File: src/rtl/slot_pkg.sv
package slot_pkg;
   localparam int SEL_W = 2;

   typedef enum logic [SEL_W-1:0] {
      SRC_RX     = 2'b00,
      SRC_TX     = 2'b01,
      SRC_RX_ALT = 2'b10,
      SRC_PINGPONG = 2'b11
   } src_sel_e;
endpackage

File: src/rtl/slot_scratch_reg.sv
module slot_scratch_reg #(
   parameter int          DATA_W    = 8,
   parameter logic [DATA_W-1:0] RESET_VAL = '1
) (
   input  logic              clk,
   input  logic              rst_n,
   input  logic              wr_en,
   input  logic              sleep,
   input  logic [DATA_W-1:0] d,
   output logic [DATA_W-1:0] q
);
   logic upd;
   assign upd = wr_en && !sleep;

   always_ff @(posedge clk) begin
      if (!rst_n)   q <= RESET_VAL;
      else if (upd) q <= d;
   end

   AST_SCRATCH_FROZEN: assert property (@(posedge clk) disable iff (!rst_n)
      sleep |=> $stable(q));
   AST_SCRATCH_LOAD: assert property (@(posedge clk) disable iff (!rst_n)
      (wr_en && !sleep) |=> (q == $past(d)));
endmodule

File: src/rtl/slot_mode_ctrl.sv
module slot_mode_ctrl
   import slot_pkg::*;
(
   input  logic             clk,
   input  logic             rst_n,
   input  logic             load,
   input  logic [SEL_W-1:0] load_val,
   input  logic             rd_hit,
   input  logic             swap,
   output src_sel_e         mode,
   output logic             on_tx
);
   logic flip;
   assign flip = rd_hit && swap && (mode == SRC_PINGPONG);

   always_ff @(posedge clk) begin
      if (!rst_n) begin
         mode  <= SRC_RX;
         on_tx <= 1'b0;
      end else if (load) begin
         mode  <= src_sel_e'(load_val);
         on_tx <= 1'b0;
      end else if (flip) begin
         on_tx <= ~on_tx;
      end
   end

   AST_MODE_LOAD: assert property (@(posedge clk) disable iff (!rst_n)
      load |=> (mode == $past(load_val)));
   AST_REARM: assert property (@(posedge clk) disable iff (!rst_n)
      load |=> !on_tx);
   AST_TOGGLE_HOLD: assert property (@(posedge clk) disable iff (!rst_n)
      (!rd_hit && !load) |=> $stable(on_tx));
   AST_ALT_FLIP: assert property (@(posedge clk) disable iff (!rst_n)
      (rd_hit && !load && swap && mode == SRC_PINGPONG) |=> (on_tx != $past(on_tx)));
endmodule

File: src/rtl/slot_read_mux.sv
module slot_read_mux
   import slot_pkg::*;
#(
   parameter int DATA_W = 8,
   parameter int CNT_W  = 8
) (
   input  logic              clk,
   input  logic              rst_n,
   input  logic              rd_hit,
   input  logic              swap,
   input  src_sel_e          mode,
   input  logic              on_tx,
   input  logic [DATA_W-1:0] scratch,
   input  logic [CNT_W-1:0]  rx_cnt,
   input  logic [CNT_W-1:0]  tx_cnt,
   output logic [DATA_W-1:0] rdata
);
   logic [DATA_W-1:0] rx_ext, tx_ext, src;

   generate
      if (CNT_W == DATA_W) begin : g_full
         assign rx_ext = rx_cnt;
         assign tx_ext = tx_cnt;
      end else begin : g_pad
         assign rx_ext = {{(DATA_W-CNT_W){1'b0}}, rx_cnt};
         assign tx_ext = {{(DATA_W-CNT_W){1'b0}}, tx_cnt};
      end
   endgenerate

   always_comb begin
      if (!swap) src = scratch;
      else begin
         unique case (mode)
            SRC_TX:       src = tx_ext;
            SRC_PINGPONG: src = on_tx ? tx_ext : rx_ext;
            default:      src = rx_ext;
         endcase
      end
   end

   always_ff @(posedge clk) begin
      if (!rst_n)      rdata <= '0;
      else if (rd_hit) rdata <= src;
   end

   AST_RDATA_HOLD: assert property (@(posedge clk) disable iff (!rst_n)
      !rd_hit |=> $stable(rdata));
   AST_SCRATCH_VIEW: assert property (@(posedge clk) disable iff (!rst_n)
      (rd_hit && !swap) |=> (rdata == $past(scratch)));
endmodule

File: src/rtl/scratch_level_slot.sv
module scratch_level_slot
   import slot_pkg::*;
#(
   parameter int DATA_W = 8,
   parameter int CNT_W  = 8,
   parameter logic [DATA_W-1:0] SCRATCH_RST = '1
) (
   input  logic              clk,
   input  logic              rst_n,
   input  logic              sel,
   input  logic              rd,
   input  logic              wr,
   input  logic [DATA_W-1:0] wdata,
   output logic [DATA_W-1:0] rdata,
   input  logic [CNT_W-1:0]  rx_level,
   input  logic [CNT_W-1:0]  tx_level,
   input  logic              swap,
   input  logic              sleep,
   output logic [SEL_W-1:0]  mode_out
);
   generate
      if (CNT_W > DATA_W) begin : g_bad_cnt
         $error("CNT_W must not exceed DATA_W");
      end
      if (DATA_W < SEL_W) begin : g_bad_data
         $error("DATA_W too narrow for the select field");
      end
   endgenerate

   logic              wr_hit, rd_hit, scr_wr, mode_ld, on_tx;
   logic [DATA_W-1:0] scratch_q;
   src_sel_e          mode;

   assign wr_hit  = sel && wr;
   assign rd_hit  = sel && rd;
   assign scr_wr  = wr_hit && !swap;
   assign mode_ld = wr_hit && swap;

   slot_scratch_reg #(.DATA_W(DATA_W), .RESET_VAL(SCRATCH_RST)) i_scratch (
      .clk(clk), .rst_n(rst_n), .wr_en(scr_wr), .sleep(sleep),
      .d(wdata), .q(scratch_q)
   );

   slot_mode_ctrl i_mode (
      .clk(clk), .rst_n(rst_n), .load(mode_ld), .load_val(wdata[SEL_W-1:0]),
      .rd_hit(rd_hit), .swap(swap), .mode(mode), .on_tx(on_tx)
   );

   slot_read_mux #(.DATA_W(DATA_W), .CNT_W(CNT_W)) i_mux (
      .clk(clk), .rst_n(rst_n), .rd_hit(rd_hit), .swap(swap), .mode(mode),
      .on_tx(on_tx), .scratch(scratch_q), .rx_cnt(rx_level), .tx_cnt(tx_level),
      .rdata(rdata)
   );

   assign mode_out = mode;

   AST_SWAP_KEEPS_SCRATCH: assert property (@(posedge clk) disable iff (!rst_n)
      swap |=> $stable(scratch_q));
endmodule

File: config.mk
export PLATFORM = sky130hd
export DESIGN_NAME = scratch_level_slot
export DESIGN_NICKNAME = d
export VERILOG_FILES = /design/src/rtl/slot_pkg.sv /design/src/rtl/slot_scratch_reg.sv /design/src/rtl/slot_mode_ctrl.sv /design/src/rtl/slot_read_mux.sv /design/src/rtl/scratch_level_slot.sv
export SDC_FILE = /design/constraint.sdc
export NUM_CORES = 1
export LEC_CHECK = 0
export ABC_AREA = 1
export BUFFER_PORTS_ARGS = -buffer_cell sky130_fd_sc_hd__buf_2
export CAP_MARGIN = 20
export CORE_ASPECT_RATIO = 1.5
export CORE_MARGIN = 3
export CORE_UTILIZATION = 40
export DETAILED_ROUTE_END_ITERATION = 10
export PLACE_DENSITY = 0.7
export SLEW_MARGIN = 20
export SYNTH_ARGS = -nofsm -noshare
export SYNTH_HDL_FRONTEND = slang
export SYNTH_SLANG_ARGS = --single-unit
File: constraint.sdc
create_clock -name clk -period 1.48 [get_ports clk]
set_input_delay 0.148 -clock clk [delete_from_list [all_inputs] [get_ports clk]]
set_output_delay 0.148 -clock clk [all_outputs]
set_load 0.01 [all_outputs]
==> reports/qor.csv, run 1 <==
stage,metric,value,unit
critical_path,crit_chain,buf_2,
routing,route.met2.wl,1.04,mm
layout,num_antenna_cells,0,
critical_path,end_kind,primary output,
routing,dr_wl_met3,189,µm
critical_path,r2r_end,i_mux.rdata[3],
global_route,grt_first_pass_wirelength,3.84,mm
global_route,grt_util_all_layers,17.1,%
cts,ctsHtreeMaxLevel,1,
global_route,grt_pass1_vias,898,
critical_path,path_class,flop to primary output,
routing,avgViaCountPerCell,4.87,
timing,final-max-slew-violation-count,0,
timing,fin_tns_setup,0,ps
critical_path,slowest_stage,dfxtp_1,
critical_path,crit_family,flip-flops,
synthesis,synthArstFlopShare,0,%
pwr,p_per_area,845,mW/mm²
timing,fin_worst_skew,0.943,ps
routing,route.detailed.drc,0,
critical_path,arrival,1090,ps
timing,tightest_slew,405,ps
layout,fin_nets,208,
synthesis,synth_most_common_cell,nand2_1,
timing,finalSetupViolations,0,
worst_hold_path,min_path_type,primary input to flop,
routing,dr_total_vias,965,
synthesis,ys_types,12,
synthesis,syn-cell-area,906,µm²
pwr,peakVddDrop,0.000489,V
floorplanning,fp.dieH,64.3,µm
worst_hold_path,hp-start,wdata[6],
synthesis,synth_edf_count,0,
critical_path,r2r_start,i_mode.mode[0],
floorplanning,fp-row-count,20,
layout,drive_gt1_share,27.8,%
cts,clk_pin_slew,100,ps
outcome,outcome,"finished, final reports clean",
critical_path,crit_fanout,12,
placed_design,dpl.hpwl,1.70,mm
critical_path,r2r_slack,330,ps
floorplanning,core,0.00208,mm²
placed_design,gp_congestion,0.808,
timing,layout_min_cycle_time,1230,ps
routing,ant_nets,0,
synthesis,yosys_warnings,0,
routing,dr.pass1.iters,4,
placed_design,dpl_cell_area,0.00112,mm²
global_route,grt_start_max_net_pins,19,
layout,num-fill-cells,220,
pwr,leakagePower,0.633,nW
placed_design,io_buffer_count,40,
cts,clk_path_buf_depth,2,
worst_hold_path,hold_path_depth,3,
critical_path,max_stage_delay,580,ps
synthesis,syn_avg_cell_area,6.71,µm²
layout,design_area,0.00114,mm²
routing,top_layer,met4,
cts,cts_buffers,3,
critical_path,cp-start-kind,flop,
routing,wl_per_cell,11.3,µm
cts,cts_resized,0,
floorplanning,initial_core_util,43.6,%
timing,fmax,811,MHz
floorplanning,die_w,44.9,µm
synthesis,synthTopCellsByArea,"dfxtp_1 42%, nand3_1 15%, nand2_1 13%, a21oi_1 9.9%, inv_1 7.9%",
cts,clk_latency,290,ps
timing,hold_ws,53.8,ps
placed_design,dp.cells,194,
synthesis,yosys-top-cells-count,"32 x nand2_1, 27 x nand3_1, 19 x dfxtp_1, 19 x inv_1, 18 x a21oi_1",
critical_path,cp.required,1330,ps
floorplanning,dieArea,0.00288,mm²
timing,relSlewSlack,72.9,%
routing,wirelength,2.23,mm
layout,instances_no_fill,198,
flow_run,drv_cap,0,
synthesis,yosysSeqAreaShare,42.0,%
cts,cts_setup_buffers,0,
cts,cts_num_sinks,19,
synthesis,synth-seq-cells,19,
floorplanning,ioPinCount,41,
critical_path,critPathBufInv,1,
cts,root_buffer,clkbuf_4,
routing,wl_met1,965,µm
global_route,antenna_found_initial,0,
worst_hold_path,whs_endpoint,i_scratch.q[6],
routing,drtIter0Drc,17,
timing,period_share,83.3,%
cts,postCtsHoldBufs,0,
synthesis,synth_area_leader_cell,dfxtp_1,
layout,syn2layout_area_growth,26.1,%
cts,cts_tree,built,
critical_path,r2r_cells,4,
timing,rsz0062_at_grt,no,
global_route,gr-total-overflow,0,
synthesis,yosysTopAreaCellShare,42.0,%
synthesis,synthCells,135,
synthesis,syn_nets,166,
timing,hold_violations,0,
synthesis,ys.flop_type,dfxtp_1,
-- worst max-delay path by stage --
stage | from | endpoint | slack (ps) | cells after the start
floorplan | i_mode.mode[0] | i_mode.on_tx | 500 | 7
CTS | i_mode.mode[0] | mode_out[0] | 230 | 1
finish | i_mode.mode[0] | mode_out[0] | 250 | 1
detailed placement | swap | i_scratch.q[7] | 320 | 5
global placement | i_mode.mode[0] | i_mux.rdata[3] | 370 | 4
global route | i_mode.mode[0] | i_mux.rdata[3] | 180 | 4
-- where the power goes --
group	internal [W]	switching (W)	total, W
Combinational	0.0000687	0.0000896	0.000158
Clock	0.000105	0.000152	0.000257
Sequential	0.000536	0.0000145	0.000550
-- cell type report --
cell class,instances,area [µm²],share of cell area [%]
multi-input cells,91,425,37.2
flip-flops and latches,19,380,33.3
repair buffers,40,200,17.5
inverters,22,82.6,7.23
well taps,22,27.5,2.41
clock buffers,4,26.3,2.30
-- kinds of logic after synthesis --
group	after synthesis	synth area share (%)
AOI/OAI and AO/OA	26	14.4
buffers and inverters	25	11.1
DFF	19	42.0
and+or+nand+nor	65	32.6
-- registers in the layout (all words and copies together), names as in the netlist --
signal and count:
i_mode.mode 2, i_scratch.q 8, i_mux.rdata 8, i_mode.on_tx 1
-- per-stage QoR --
step | power [W] | utilization [%] | setup slack, ps
6_report | 0.000965 | 55.0 | 247
3_3_place_gp | 0.000718 | 53.7 | 366
5_1_grt | 0.00102 | 55.0 | 185
3_5_place_dp | 0.000720 | 53.7 | 318
2_1_floorplan | 0.000645 | - | 498
4_1_cts | 0.000975 | 55.0 | 234
-- metal layers --
metal	track usage, %	vias up
met5	0	-
met4	6.59	0
met3	2.25	5
met2	29.5	34
met1	20.6	409
li1	-	517
-- placed cells by master (no fill, tap or decap) --
master    netlist  final
clkbuf_4        0      3
buf_2           2     40
nor2_1          3      3
nand2_2         2      2
inv_1          19     19
o21ai_0         8      8
a21oi_1        18     18
inv_2           3      3
clkbuf_1        0      1
dfxtp_1        19     19
nand2_1        32     32
nor3_4          1      1
nand3_1        27     27
Power figures use the tool's default switching activity.
==> run 2, diff against run 1 <==
clock period = 1.2 ns   (was 1.48 ns; I/O delays follow)
==> run 2 against run 1 <==
Against the previous run: critical path depth rose by 5; clock power rose by 24%; utilization rose by 1.4 points; largest cell class unchanged.
==> reports/qor.csv, run 2 (same netlist as run 1, synthesis figures left out) <==
stage,metric,value,unit
cts,root_buffer,clkbuf_4,
cts,cts_tree,built,
timing,fmax,976,MHz
routing,wirelength,2.21,mm
cts,clk_latency,290,ps
layout,largestRegisters,"i_mux.rdata: 8 flops, i_scratch.q: 8 flops, i_mode.mode: 2 flops",
critical_path,crit_fanout,9,
critical_path,end_kind,flop,
critical_path,max_stage_delay,330,ps
critical_path,path_class,flop to flop,
timing,hold_violations,0,
global_route,grt_first_pass_wirelength,3.82,mm
layout,syn2layout_area_growth,29.4,%
global_route,grt_start_max_net_pins,19,
timing,fin_worst_skew,1.54,ps
placed_design,dp.cells,198,
critical_path,critPathBufInv,1,
critical_path,slowest_stage,dfxtp_1,
placed_design,dpl.hpwl,1.73,mm
worst_hold_path,min_path_type,primary input to flop,
routing,wl_per_cell,10.9,µm
critical_path,crit_family,simple AND/OR/NAND/NOR gates,
layout,design_area,0.00117,mm²
floorplanning,fp-row-count,20,
floorplanning,core,0.00208,mm²
global_route,grt_pass1_vias,916,
layout,final_common_cell,buf_2,
global_route,gr-total-overflow,0,
timing,finalSetupViolations,0,
timing,fin_tns_setup,0,ps
floorplanning,ioPinCount,41,
timing,period_share,85.3,%
critical_path,cp-start-kind,flop,
critical_path,cp.required,1430,ps
layout,num_antenna_cells,0,
cts,clk_pin_slew,100,ps
floorplanning,die_w,44.9,µm
timing,relSlewSlack,80.3,%
cts,clk_path_buf_depth,2,
critical_path,arrival,1250,ps
cts,ctsHtreeMaxLevel,1,
critical_path,crit_chain,inv_1 > nand2_2 > nand2_2 > nand2_1 > nand3_1 > a21oi_1,
timing,layout_min_cycle_time,1020,ps
routing,dr.pass1.iters,5,
routing,drtIter0Drc,29,
layout,fin_nets,212,
placed_design,dpl_cell_area,0.00115,mm²
critical_path,crit_top_cell,nand2_2,
timing,tightest_slew,295,ps
layout,instances_no_fill,202,
layout,final_cell_mix,"40 x buf_2, 32 x nand2_1, 27 x nand3_1",
pwr,leakagePower,0.653,nW
flow_run,drv_cap,0,
floorplanning,dieArea,0.00288,mm²
placed_design,io_buffer_count,40,
cts,cts_buffers,3,
timing,final-max-slew-violation-count,0,
routing,ant_nets,0,
layout,utilization,56.4,%
pwr,p_per_area,1020,mW/mm²
outcome,outcome,"finished, final reports clean",
cts,cts_setup_buffers,0,
routing,dr_total_vias,989,
timing,rsz0062_at_grt,no,
global_route,antenna_found_initial,0,
pwr,peakVddDrop,0.000573,V
cts,cts_num_sinks,19,
layout,drive_gt1_share,29.4,%
floorplanning,initial_core_util,43.6,%
routing,avgViaCountPerCell,4.90,
cts,postCtsHoldBufs,0,
global_route,grt_util_all_layers,17.0,%
routing,route.detailed.drc,0,
placed_design,gp_congestion,0.817,
pwr,p_total,0.00120,W
cts,cts_resized,0,
floorplanning,fp.dieH,64.3,µm
==> run 2: path summary, 6_finish.rpt <==
check	slack [ps]	from	cells after the start	end
worst max-delay path	180	i_mode.on_tx	6	i_mux.rdata[2]
worst min-delay path	30	wdata[3]	3	i_scratch.q[3]
worst min register to register	470	i_scratch.q[3]	2	i_scratch.q[3]
worst max register to register	180	i_mode.on_tx	6	i_mux.rdata[2]
==> run 2: worst register-to-register path: cells and delay by family, from the launching register on <==
family	cells	cell delay (ps)
simple gates	4	430
flops	1	330
compound gates	1	130
buf+inv	1	60
==> run 2: final cells by class <==
| cell class | instances | area, µm² |
|---|---|---|
| Tap cell | 22 | 27.5 |
| Sequential cell | 19 | 380 |
| Multi-Input combinational cell | 91 | 425 |
| Inverter | 22 | 82.6 |
| Fill cell | 224 | 905 |
| Clock buffer | 4 | 26.3 |
| Timing Repair Buffer | 44 | 230 |
==> run 2: report_power, final <==
part | internal (W) | leakage [nW] | switching, W
Sequential | 0.000661 | 0.156 | 0.0000162
Combinational | 0.0000916 | 0.483 | 0.000113
Clock | 0.000129 | 0.0150 | 0.000190
Total | 0.000882 | 0.653 | 0.000319
==> run 2: metal layers <==
metal	wire length, µm	vias to the layer above	GRT usage (%)
met4	30	0	6.96
met1	969	427	20.7
met5	0	-	0
met3	142	4	1.69
met2	1070	31	29.3
li1	-	527	-
==> run 2: stage by stage <==
step | setup WS, ps | hold WS (ps)
2_1_floorplan | 218 | 246
3_3_place_gp | 233 | 330
3_5_place_dp | 188 | 333
4_1_cts | 166 | 26.3
5_1_grt | 9.01 | 34.6
6_report | 176 | 29.3
